`src/rtl/irq_pkg.sv`:
```
package irq_pkg;
  localparam int unsigned DATA_W     = 32;
  localparam int unsigned ADDR_W_DEF = 4;
  localparam int unsigned OFS_CAUSE  = 0;
  localparam int unsigned OFS_MSET   = 1;
  localparam int unsigned OFS_MCLR   = 2;
  localparam int unsigned OFS_AMASK  = 3;
endpackage

```
`src/rtl/irq_cause_reg.sv`:
```
module irq_cause_reg #(
  parameter int unsigned NUM_CAUSE = 31
) (
  input  logic                 clk_i,
  input  logic                 rst_ni,
  input  logic [NUM_CAUSE-1:0] set_i,
  input  logic [NUM_CAUSE-1:0] clr_i,
  output logic [NUM_CAUSE-1:0] cause_o
);
  for (genvar i = 0; i < NUM_CAUSE; i++) begin : g_bit
    // set dominates clear
    always_ff @(posedge clk_i or negedge rst_ni) begin
      if (!rst_ni) cause_o[i] <= 1'b0;
      else         cause_o[i] <= (cause_o[i] & ~clr_i[i]) | set_i[i];
    end
  end
endmodule

```
`src/rtl/irq_mask_reg.sv`:
```
module irq_mask_reg #(
  parameter int unsigned NUM_CAUSE = 31
) (
  input  logic                 clk_i,
  input  logic                 rst_ni,
  input  logic [NUM_CAUSE-1:0] set_i,
  input  logic [NUM_CAUSE-1:0] clr_i,
  output logic [NUM_CAUSE-1:0] mask_o
);
  always_ff @(posedge clk_i or negedge rst_ni) begin
    if (!rst_ni) mask_o <= '0;
    else         mask_o <= (mask_o | set_i) & ~clr_i;
  end
endmodule

```
`src/rtl/irq_word_reg.sv`:
```
module irq_word_reg #(
  parameter int unsigned W = 32
) (
  input  logic         clk_i,
  input  logic         rst_ni,
  input  logic         we_i,
  input  logic [W-1:0] d_i,
  output logic [W-1:0] q_o
);
  always_ff @(posedge clk_i or negedge rst_ni) begin
    if (!rst_ni)   q_o <= '0;
    else if (we_i) q_o <= d_i;
  end
endmodule

```
`src/rtl/irq_cause_unit.sv`:
```
module irq_cause_unit #(
  parameter int unsigned NUM_CAUSE = 31,
  parameter int unsigned ADDR_W    = irq_pkg::ADDR_W_DEF
) (
  input  logic                       clk_i,
  input  logic                       rst_ni,
  input  logic [NUM_CAUSE-1:0]       event_i,
  input  logic                       automask_en_i,
  input  logic                       rd_en_i,
  input  logic                       wr_en_i,
  input  logic [ADDR_W-1:0]          addr_i,
  input  logic [irq_pkg::DATA_W-1:0] wdata_i,
  output logic [irq_pkg::DATA_W-1:0] rdata_o,
  output logic                       irq_o
);
  localparam int unsigned DW = irq_pkg::DATA_W;
  localparam logic [ADDR_W-1:0] A_CAUSE = ADDR_W'(irq_pkg::OFS_CAUSE);
  localparam logic [ADDR_W-1:0] A_MSET  = ADDR_W'(irq_pkg::OFS_MSET);
  localparam logic [ADDR_W-1:0] A_MCLR  = ADDR_W'(irq_pkg::OFS_MCLR);
  localparam logic [ADDR_W-1:0] A_AMASK = ADDR_W'(irq_pkg::OFS_AMASK);

  logic [NUM_CAUSE-1:0] cause_q, mask_q, cause_clr, mask_set, mask_clr;
  logic [DW-1:0]        am_q, cause_word;
  logic                 rd_ok, cause_acc, auto_fire;

  assign rd_ok     = rd_en_i & ~wr_en_i;  // write wins over read
  assign cause_acc = (rd_ok | wr_en_i) & (addr_i == A_CAUSE);
  assign auto_fire = cause_acc & automask_en_i & irq_o;

  always_comb begin
    cause_clr = '0;
    if (rd_ok && addr_i == A_CAUSE)        cause_clr = '1;
    else if (wr_en_i && addr_i == A_CAUSE) cause_clr = wdata_i[NUM_CAUSE-1:0];
  end

  assign mask_set = (wr_en_i && addr_i == A_MSET) ? wdata_i[NUM_CAUSE-1:0] : '0;
  assign mask_clr = ((wr_en_i && addr_i == A_MCLR) ? wdata_i[NUM_CAUSE-1:0] : '0)
                  | (auto_fire ? am_q[NUM_CAUSE-1:0] : '0);

  irq_cause_reg #(.NUM_CAUSE(NUM_CAUSE)) u_cause (
    .clk_i(clk_i), .rst_ni(rst_ni), .set_i(event_i), .clr_i(cause_clr), .cause_o(cause_q)
  );

  irq_mask_reg #(.NUM_CAUSE(NUM_CAUSE)) u_mask (
    .clk_i(clk_i), .rst_ni(rst_ni), .set_i(mask_set), .clr_i(mask_clr), .mask_o(mask_q)
  );

  irq_word_reg #(.W(DW)) u_amask (
    .clk_i(clk_i), .rst_ni(rst_ni), .we_i(wr_en_i && addr_i == A_AMASK),
    .d_i(wdata_i), .q_o(am_q)
  );

  assign irq_o = |(cause_q & mask_q);

  always_comb begin
    cause_word                = '0;
    cause_word[NUM_CAUSE-1:0] = cause_q;
    cause_word[DW-1]          = irq_o;
  end

  always_comb begin
    rdata_o = '0;
    if (rd_en_i) begin
      unique case (addr_i)
        A_CAUSE:        rdata_o = cause_word;
        A_MSET, A_MCLR: rdata_o = DW'(mask_q);
        A_AMASK:        rdata_o = am_q;
        default:        rdata_o = '0;
      endcase
    end
  end
endmodule

```
`config.mk`:
```
export PLATFORM = sky130hd
export DESIGN_NAME = irq_cause_unit
export DESIGN_NICKNAME = d
export VERILOG_FILES = /design/src/rtl/irq_pkg.sv /design/src/rtl/irq_cause_reg.sv /design/src/rtl/irq_mask_reg.sv /design/src/rtl/irq_word_reg.sv /design/src/rtl/irq_cause_unit.sv
export SDC_FILE = /design/constraint.sdc
export NUM_CORES = 1
export LEC_CHECK = 0
export BUFFER_PORTS_ARGS = -buffer_cell sky130_fd_sc_hd__buf_2
export CAP_MARGIN = 30
export CELL_PAD_IN_SITES_DETAIL_PLACEMENT = 2
export CELL_PAD_IN_SITES_GLOBAL_PLACEMENT = 2
export CORE_ASPECT_RATIO = 0.8
export CORE_MARGIN = 8
export CORE_UTILIZATION = 36
export DETAILED_ROUTE_END_ITERATION = 10
export PLACE_DENSITY = 0.83
export SYNTH_ARGS = -nofsm -noshare
export SYNTH_HDL_FRONTEND = slang
export SYNTH_SLANG_ARGS = --single-unit
export TNS_END_PERCENT = 50
```
`constraint.sdc`:
```
create_clock -name clk_i -period 2 [get_ports clk_i]
set_input_delay 0.4 -clock clk_i [delete_from_list [all_inputs] [get_ports clk_i]]
set_output_delay 0.4 -clock clk_i [all_outputs]
set_load 0.01 [all_outputs]
```
==> qor.txt, run 1 <==
CP Launch Type: flip-flop
Post-DP HPWL: 13.11 mm
CTS H-tree depth: 3
DR pass1 iterations: 4
Yosys cell types: 31
CTS root buffer: clkbuf_16
Slew Limit Fails: 0
Min Hold Slack: 0.2371 ns
Crit. End Element: primary output
Slowest stage delay, CP: 0.45 ns
Vias in the first global route: 5049
Worst hold path endpoint: u_cause.cause_o[28]$_DFF_PN0_
R2r startpoint: u_mask.mask_o[19]$_DFF_PN0_
Rows: 39
Final WS setup: -0.3432 ns
Worst-Skew Late Latency: 0.35 ns
Power share of the clock group: 29.2%
Slowest CP cell: a222oi_1
Hold Crit Start: event_i[28]
CTS clk-pin slew, worst paths: 0.06 ns
Worst EP arrival: 1.94 ns
WS Path Type: flip-flop to primary output
Worst-margin pin slew: 0.4244 ns
Initial Utilization: 36.56%
Clock tree buffer depth: 2
Synth async-reset ratio: 100.0%
CP max FO: 2
Synth top cells by count: dfrtp_1, a211oi_1, nand2_1, a21oi_1, mux2_2
Synthesized area per cell: 11.42 um2
PD cells: 848.0 nW/um2
Most used DFF post-synth: dfrtp_1
Mux contribution to synthesized area: 12.77%
Largest cells by area after synthesis: dfrtp_1, a211oi_1, a221oi_2, mux2_2, mux2i_1
Average wire per standard cell: 28.05 um
Synth area leader: dfrtp_1
Routability cong.: 0.7849
Delay-heaviest family, CP: compound AO/OA/AOI/OAI gates
Simple-gate share of the synthesized area: 8.368%
#FFs+latches synth: 94
Compound-cell area share of the yosys netlist: 28.78%
Vias/cell: 6.068
Period utilisation layout: 117.2%
Fin crit period: 2.343 ns
Worst clock skew: 0.009186 ns
First-pass GRT wire length: 29.75 mm
FF-to-FF End: u_mask.mask_o[1]$_DFF_PN0_
Gate power share: 23.0%
Synth warn: 0
TritonCTS buffer count: 9
RSZ-0062 raised after global routing: true
Slew HR: 71.54%
Die W: 150.0 um
Status: finished with violations
Most common cell in the netlist: dfrtp_1
Min-Delay Path Class: input port to flip-flop
Design Area, Final: 6590 um2
Placed insts: 727
# DRC: 0
Sw Share: 32.73%
Overflow after GRT: 0
DR iter-0 viols: 233
NetSw: 1.829 mW
Post-DRT Antenna Nets: 0
Synth Area in XOR/XNOR: 0.1693%
Adder-cell share of the synthesized area: 0%
Leak pwr: 2.716 nW
Largest family of logic cells by synthesized area: compound AO/OA/AOI/OAI gates
Largest net degree at the start of global routing: 47
Seq pwr share: 47.8%
Top-area cell type share of the netlist area: 45.47%
Crit path buf inv count: 2
Critical path cell sequence: a222oi_1 -> nand3_1 -> nor2_2 -> buf_6 -> nand2_1 -> buf_2
Cells after Synth: 453
Setup-failing EPs final: 5
Nets: 631
R2R depth: 7
CORE AREA: 14150 um2
CTS Sinks: 94
Final hold vios: 0
Total Wirelength: 20.98 mm
Hold path depth: 2
Layout cell share with drive strength beyond 1: 42.10%
Post-synth net total: 525
Placed inst area: 6080 um2
Worst EP required: 1.60 ns
I/O Buffers: 104
Sequential fraction of the synthesis area: 45.47%
Die Height: 123.2 um
Layout Utilization: 46.57%
Max Clk Rate: 426.8 MHz
Finished Layout Cells: 748
Max cap viols: 0
Reg2reg setup slack: -0.02 ns
IR drop worst, VDD: 0.4511 mV
CTS tree: built
Total die area: 18490 um2
Failing checks: negative setup slack
EDFF count, synth: 0
Initial antenna violation count: 2
Int Power: 3.759 mW
Via Count: 4539
Mapped Area: 5174 um2
Gr usage total: 20.99%
P&R area growth vs syn: 27.38%
Boundary Pins: 105
## final cells by class
cell class,instances,area (um2)
Fill cell,1454,7561
Clock inverter,1,5.005
Antenna cell,1,2.502
Timing Repair Buffer,136,983.4
Tap cell,184,230.2
Clock buffer,14,264.0
Sequential cell,94,2354
Multi-Input combinational cell,318,2751
## registers in the layout, summed over array words and instances (netlist names)
signal	count
u_amask.q_o	32
u_mask.mask_o	31
u_cause.cause_o	31
## through the flow
stage	total power [mW]	TNS, ns	setup slack, ns
floorplan	3.267	0	0.1221
detailed placement	3.793	0	0.01917
global route	5.820	-2.503	-0.4080
finish	5.588	-0.8143	-0.3432
CTS	5.460	-0.5050	-0.2622
global placement	3.656	0	0.07488
## worst reg2reg max path, cell delays in order, from the launching register on
cell and delay [ns]:
dfrtp_1 0.41, a222oi_1 0.45, nand3_1 0.19, nor2_2 0.17
buf_6 0.12, a21oi_4 0.09, buf_12 0.18, a221oi_4 0.29
## layout by cell type (no fill, tap or decap), drive strengths merged
| cell | count |
|---|---|
| nand3b | 1 |
| nand3 | 4 |
| dlygate4sd3 | 1 |
| and2 | 1 |
| a221oi | 31 |
| nor2 | 5 |
| nand2 | 35 |
| a211oi | 60 |
| nor4 | 1 |
| a222oi | 1 |
| a31o | 31 |
| nor2b | 30 |
| mux2 | 32 |
| dfrtp | 94 |
| a31oi | 1 |
| xor2 | 1 |
| clkbuf | 16 |
| diode | 1 |
| o211ai | 1 |
| a22oi | 14 |
| clkinv | 1 |
| buf | 133 |
| mux2i | 30 |
| nand4 | 4 |
| and4b | 1 |
| a211o | 1 |
| a21oi | 33 |
## logic make-up (layout without fill, tap and decap cells)
| kind of cell | count (synthesis) | count (layout) |
|---|---|---|
| AO/OA/AOI/OAI | 173 | 173 |
| XOR/XNOR | 1 | 1 |
| buffers and inverters | 41 | 151 |
| flip-flops | 94 | 94 |
| multiplexers | 62 | 62 |
| other | 0 | 1 |
| AND/OR/NAND/NOR | 82 | 82 |
## how the worst max path moves through the flow
stage	startpoint	endpoint	slack (ns)	cells after the start
3_3_place_gp	addr_i[1]	rdata_o[3]	0.07	6
5_1_grt	u_mask.mask_o[7]$_DFF_PN0_	irq_o	-0.41	6
3_5_place_dp	addr_i[1]	rdata_o[20]	0.02	6
2_1_floorplan	addr_i[1]	rdata_o[23]	0.12	5
4_1_cts	u_mask.mask_o[19]$_DFF_PN0_	irq_o	-0.26	6
6_report	u_mask.mask_o[19]$_DFF_PN0_	irq_o	-0.34	6
## metal layers
layer | vias to the layer above | global-route usage [%] | wire length (um)
met5 | - | 0 | 8
met4 | 2 | 6.978 | 570
met3 | 45 | 5.194 | 1132
met2 | 136 | 35.62 | 10600
met1 | 2373 | 25.84 | 8672
li1 | 1983 | - | -
## repair_timing
item | in CTS | in global routing
endpoints found under the hold margin | 17 | 0
hold buffers | 1 | 0
cloned | 0 | 2
setup endpoints to repair | 4 | 30
pin swaps | 3 | 5
gates resized for setup | 6 | 22
setup buffers | 2 | 1
## power by group through the flow
stage,registers [mW],clock network [mW],logic (mW)
after detailed placement,2.65,0,1.14
after global placement,2.60,0,1.06
after CTS,2.63,1.64,1.19
after global routing,2.71,1.72,1.39
after floorplan,2.52,0,0.750
final,2.67,1.63,1.29
(Power assumes the default switching activity.)
==> run 2, diff against run 1 <==
==> constraint.sdc (replaced) <==
create_clock -name clk_i -period 2 [get_ports clk_i]
set_input_delay 0.5 -clock clk_i [delete_from_list [all_inputs] [get_ports clk_i]]
set_output_delay 0.5 -clock clk_i [all_outputs]
set_load 0.01 [all_outputs]
==> run 2 against run 1 <==
Against the previous run: the run still ends with negative setup slack left; clock power rose by 12%; cell area rose by 12%; maximum frequency fell by 7.7%; worst hold slack got worse by 0.096 ns; power rose by 13%; sequential power rose by 3%; critical endpoint unchanged; largest cell class unchanged; highest routed layer unchanged.
==> qor.txt, run 2 (same netlist as run 1, synthesis figures left out) <==
Status: finished with violations
Failing checks: negative setup slack
Multi-input logic area: 3137 um2
Final hold vios: 0
I/O Buffers: 104
Register with the most flip-flops: u_amask.q_o
Setup-failing EPs final: 49
Max cap viols: 0
Final WS setup: -0.5387 ns
Initial antenna violation count: 3
Most common cell after layout, fill and taps aside: buf_2
CORE AREA: 14150 um2
Most frequent CP cell: buf_6
Total die area: 18490 um2
Critical path cell sequence: a22oi_1 -> nand4_1 -> nor2_2 -> buf_4 -> buf_6 -> nand2_4 -> buf_6
Max reg flops: 32
Crit path buf inv count: 3
Worst-margin pin slew: 0.6541 ns
Average wire per standard cell: 35.88 um
Most frequent cells in the layout: buf_2, dfrtp_1, a211oi_2, buf_4, nand2_1
Boundary Pins: 105
Routability cong.: 0.8100
Layout Utilization: 52.22%
Period utilisation layout: 126.9%
Biggest regs: u_amask.q_o (32), u_cause.cause_o (31), u_mask.mask_o (31)
Worst-Skew Late Latency: 0.38 ns
Vias in the first global route: 5597
P&R area growth vs syn: 42.83%
CTS root buffer: clkbuf_16
Min-Delay Path Class: input port to asynchronous set/reset pin
DR pass1 iterations: 5
Slowest stage delay, CP: 0.46 ns
Slew Limit Fails: 0
TritonCTS buffer count: 9
Leak pwr: 3.024 nW
Worst EP required: 1.50 ns
DR iter-0 viols: 421
Via Count: 5161
Nets: 665
Delay-heaviest family, CP: flip-flops
IR drop worst, VDD: 0.9061 mV
Slew HR: 56.39%
Fin crit period: 2.539 ns
CTS clk-pin slew, worst paths: 0.07 ns
Post-DP HPWL: 14.84 mm
Overflow after GRT: 0
Crit. End Element: primary output
CTS Sinks: 94
Total Wirelength: 28.20 mm
Layout cell share with drive strength beyond 1: 55.18%
Die Height: 123.2 um
Hold buffers post-CTS: 0
Clock tree buffer depth: 2
Initial Utilization: 36.56%
Dpl ws: -0.2133 ns
Register area: 2360 um2
Worst clock skew: 0.01682 ns
Rows: 39
Post-DRT Antenna Nets: 0
WS Path Type: flip-flop to primary output
Gr usage total: 27.01%
Final total power: 6.300 mW
Slowest CP cell: dfrtp_1
Die W: 150.0 um
CP max FO: 4
CTS tree: built
Vias/cell: 6.566
CTS H-tree depth: 3
Worst EP arrival: 2.04 ns
Largest net degree at the start of global routing: 41
First-pass GRT wire length: 36.52 mm
# DRC: 0
CP Launch Type: flip-flop
PD cells: 852.5 nW/um2
# fillers: 1366
RSZ-0062 raised after global routing: true
Max Clk Rate: 393.9 MHz
[run 2: cell types whose count changed in the layout (fill, tap and decap cells not counted), moves of 8 or more]
cell      delta
a221oi_2     -8
buf_6        +8
a211oi_2    +30
a211oi_1    -35
buf_4       +23
nor2b_1     -11
a221oi_4     +8
[run 2: worst reg2reg max path: cells and delay by family, from the launching register on]
family          cells  cell delay [ns]
flops               1             0.44
compound gates      3             0.92
simple gates        2             0.38
buf+inv             4             0.53
[run 2: what timing repair did]
action | CTS | global route
setup buffers | 7 | 3
gates cloned | 3 | 2
resized for setup | 47 | 59
pin swaps | 17 | 19
endpoints found under the setup margin | 60 | 59
[run 2: area by class of cell]
class                      instances  area share (%)
antenna                            4          0.1355
clock buffer                      10           3.099
clock inverter                     6          0.8466
multi-input combinational        318           42.45
sequential                        94           31.93
tap                              184           3.115
timing repair buffer             170           18.42
[run 2: stage by stage]
step	instances	setup TNS, ns	hold WS (ns)	area [um2]
finish	786	-10.69	0.1410	7390
global route	785	-11.72	0.1594	7387
CTS	777	-5.185	0.1637	7023
detailed placement	752	-3.636	0.4859	6372
global placement	752	-0.5648	0.4658	6372
floorplan	453	-0.3266	0.2044	5266
[run 2: metal layers]
metal / global-route usage, % / wire length [um] / part of all wire (%) / up-vias
met5: 0 / 13 / 0.046 / -
met3: 5.743 / 1893 / 6.7 / 92
met1: 32.52 / 11400 / 40 / 2724
met4: 13.33 / 1324 / 4.7 / 2
li1: - / - / - / 2052
met2: 45.51 / 13570 / 48 / 291
[run 2: path summary, 6_finish.rpt]
check                                            startpoint                             to  slack (ns)  cells past startpoint
worst max register to register  u_mask.mask_o[19]$_DFF_PN0_    u_mask.mask_o[12]$_DFF_PN0_       -0.40                      9
worst min register to register   u_amask.q_o[0]$_DFFE_PN0P_     u_mask.mask_o[0]$_DFF_PN0_        0.51                      1
min in group clk_i                               event_i[9]   u_cause.cause_o[9]$_DFF_PN0_        0.31                      2
worst min-delay path                                 rst_ni    u_mask.mask_o[13]$_DFF_PN0_        0.14                      1
max in group asynchronous                            rst_ni  u_cause.cause_o[30]$_DFF_PN0_        1.17                      2
worst max-delay path            u_mask.mask_o[15]$_DFF_PN0_                          irq_o       -0.54                      7
[run 2: where the power goes]
part / internal, mW / total, mW / switching (mW) / leakage (nW)
clock network: 0.966 / 1.82 / 0.854 / 0.135
registers: 2.24 / 2.76 / 0.520 / 1.05
logic: 0.768 / 1.72 / 0.955 / 1.84
total: 3.97 / 6.30 / 2.33 / 3.02
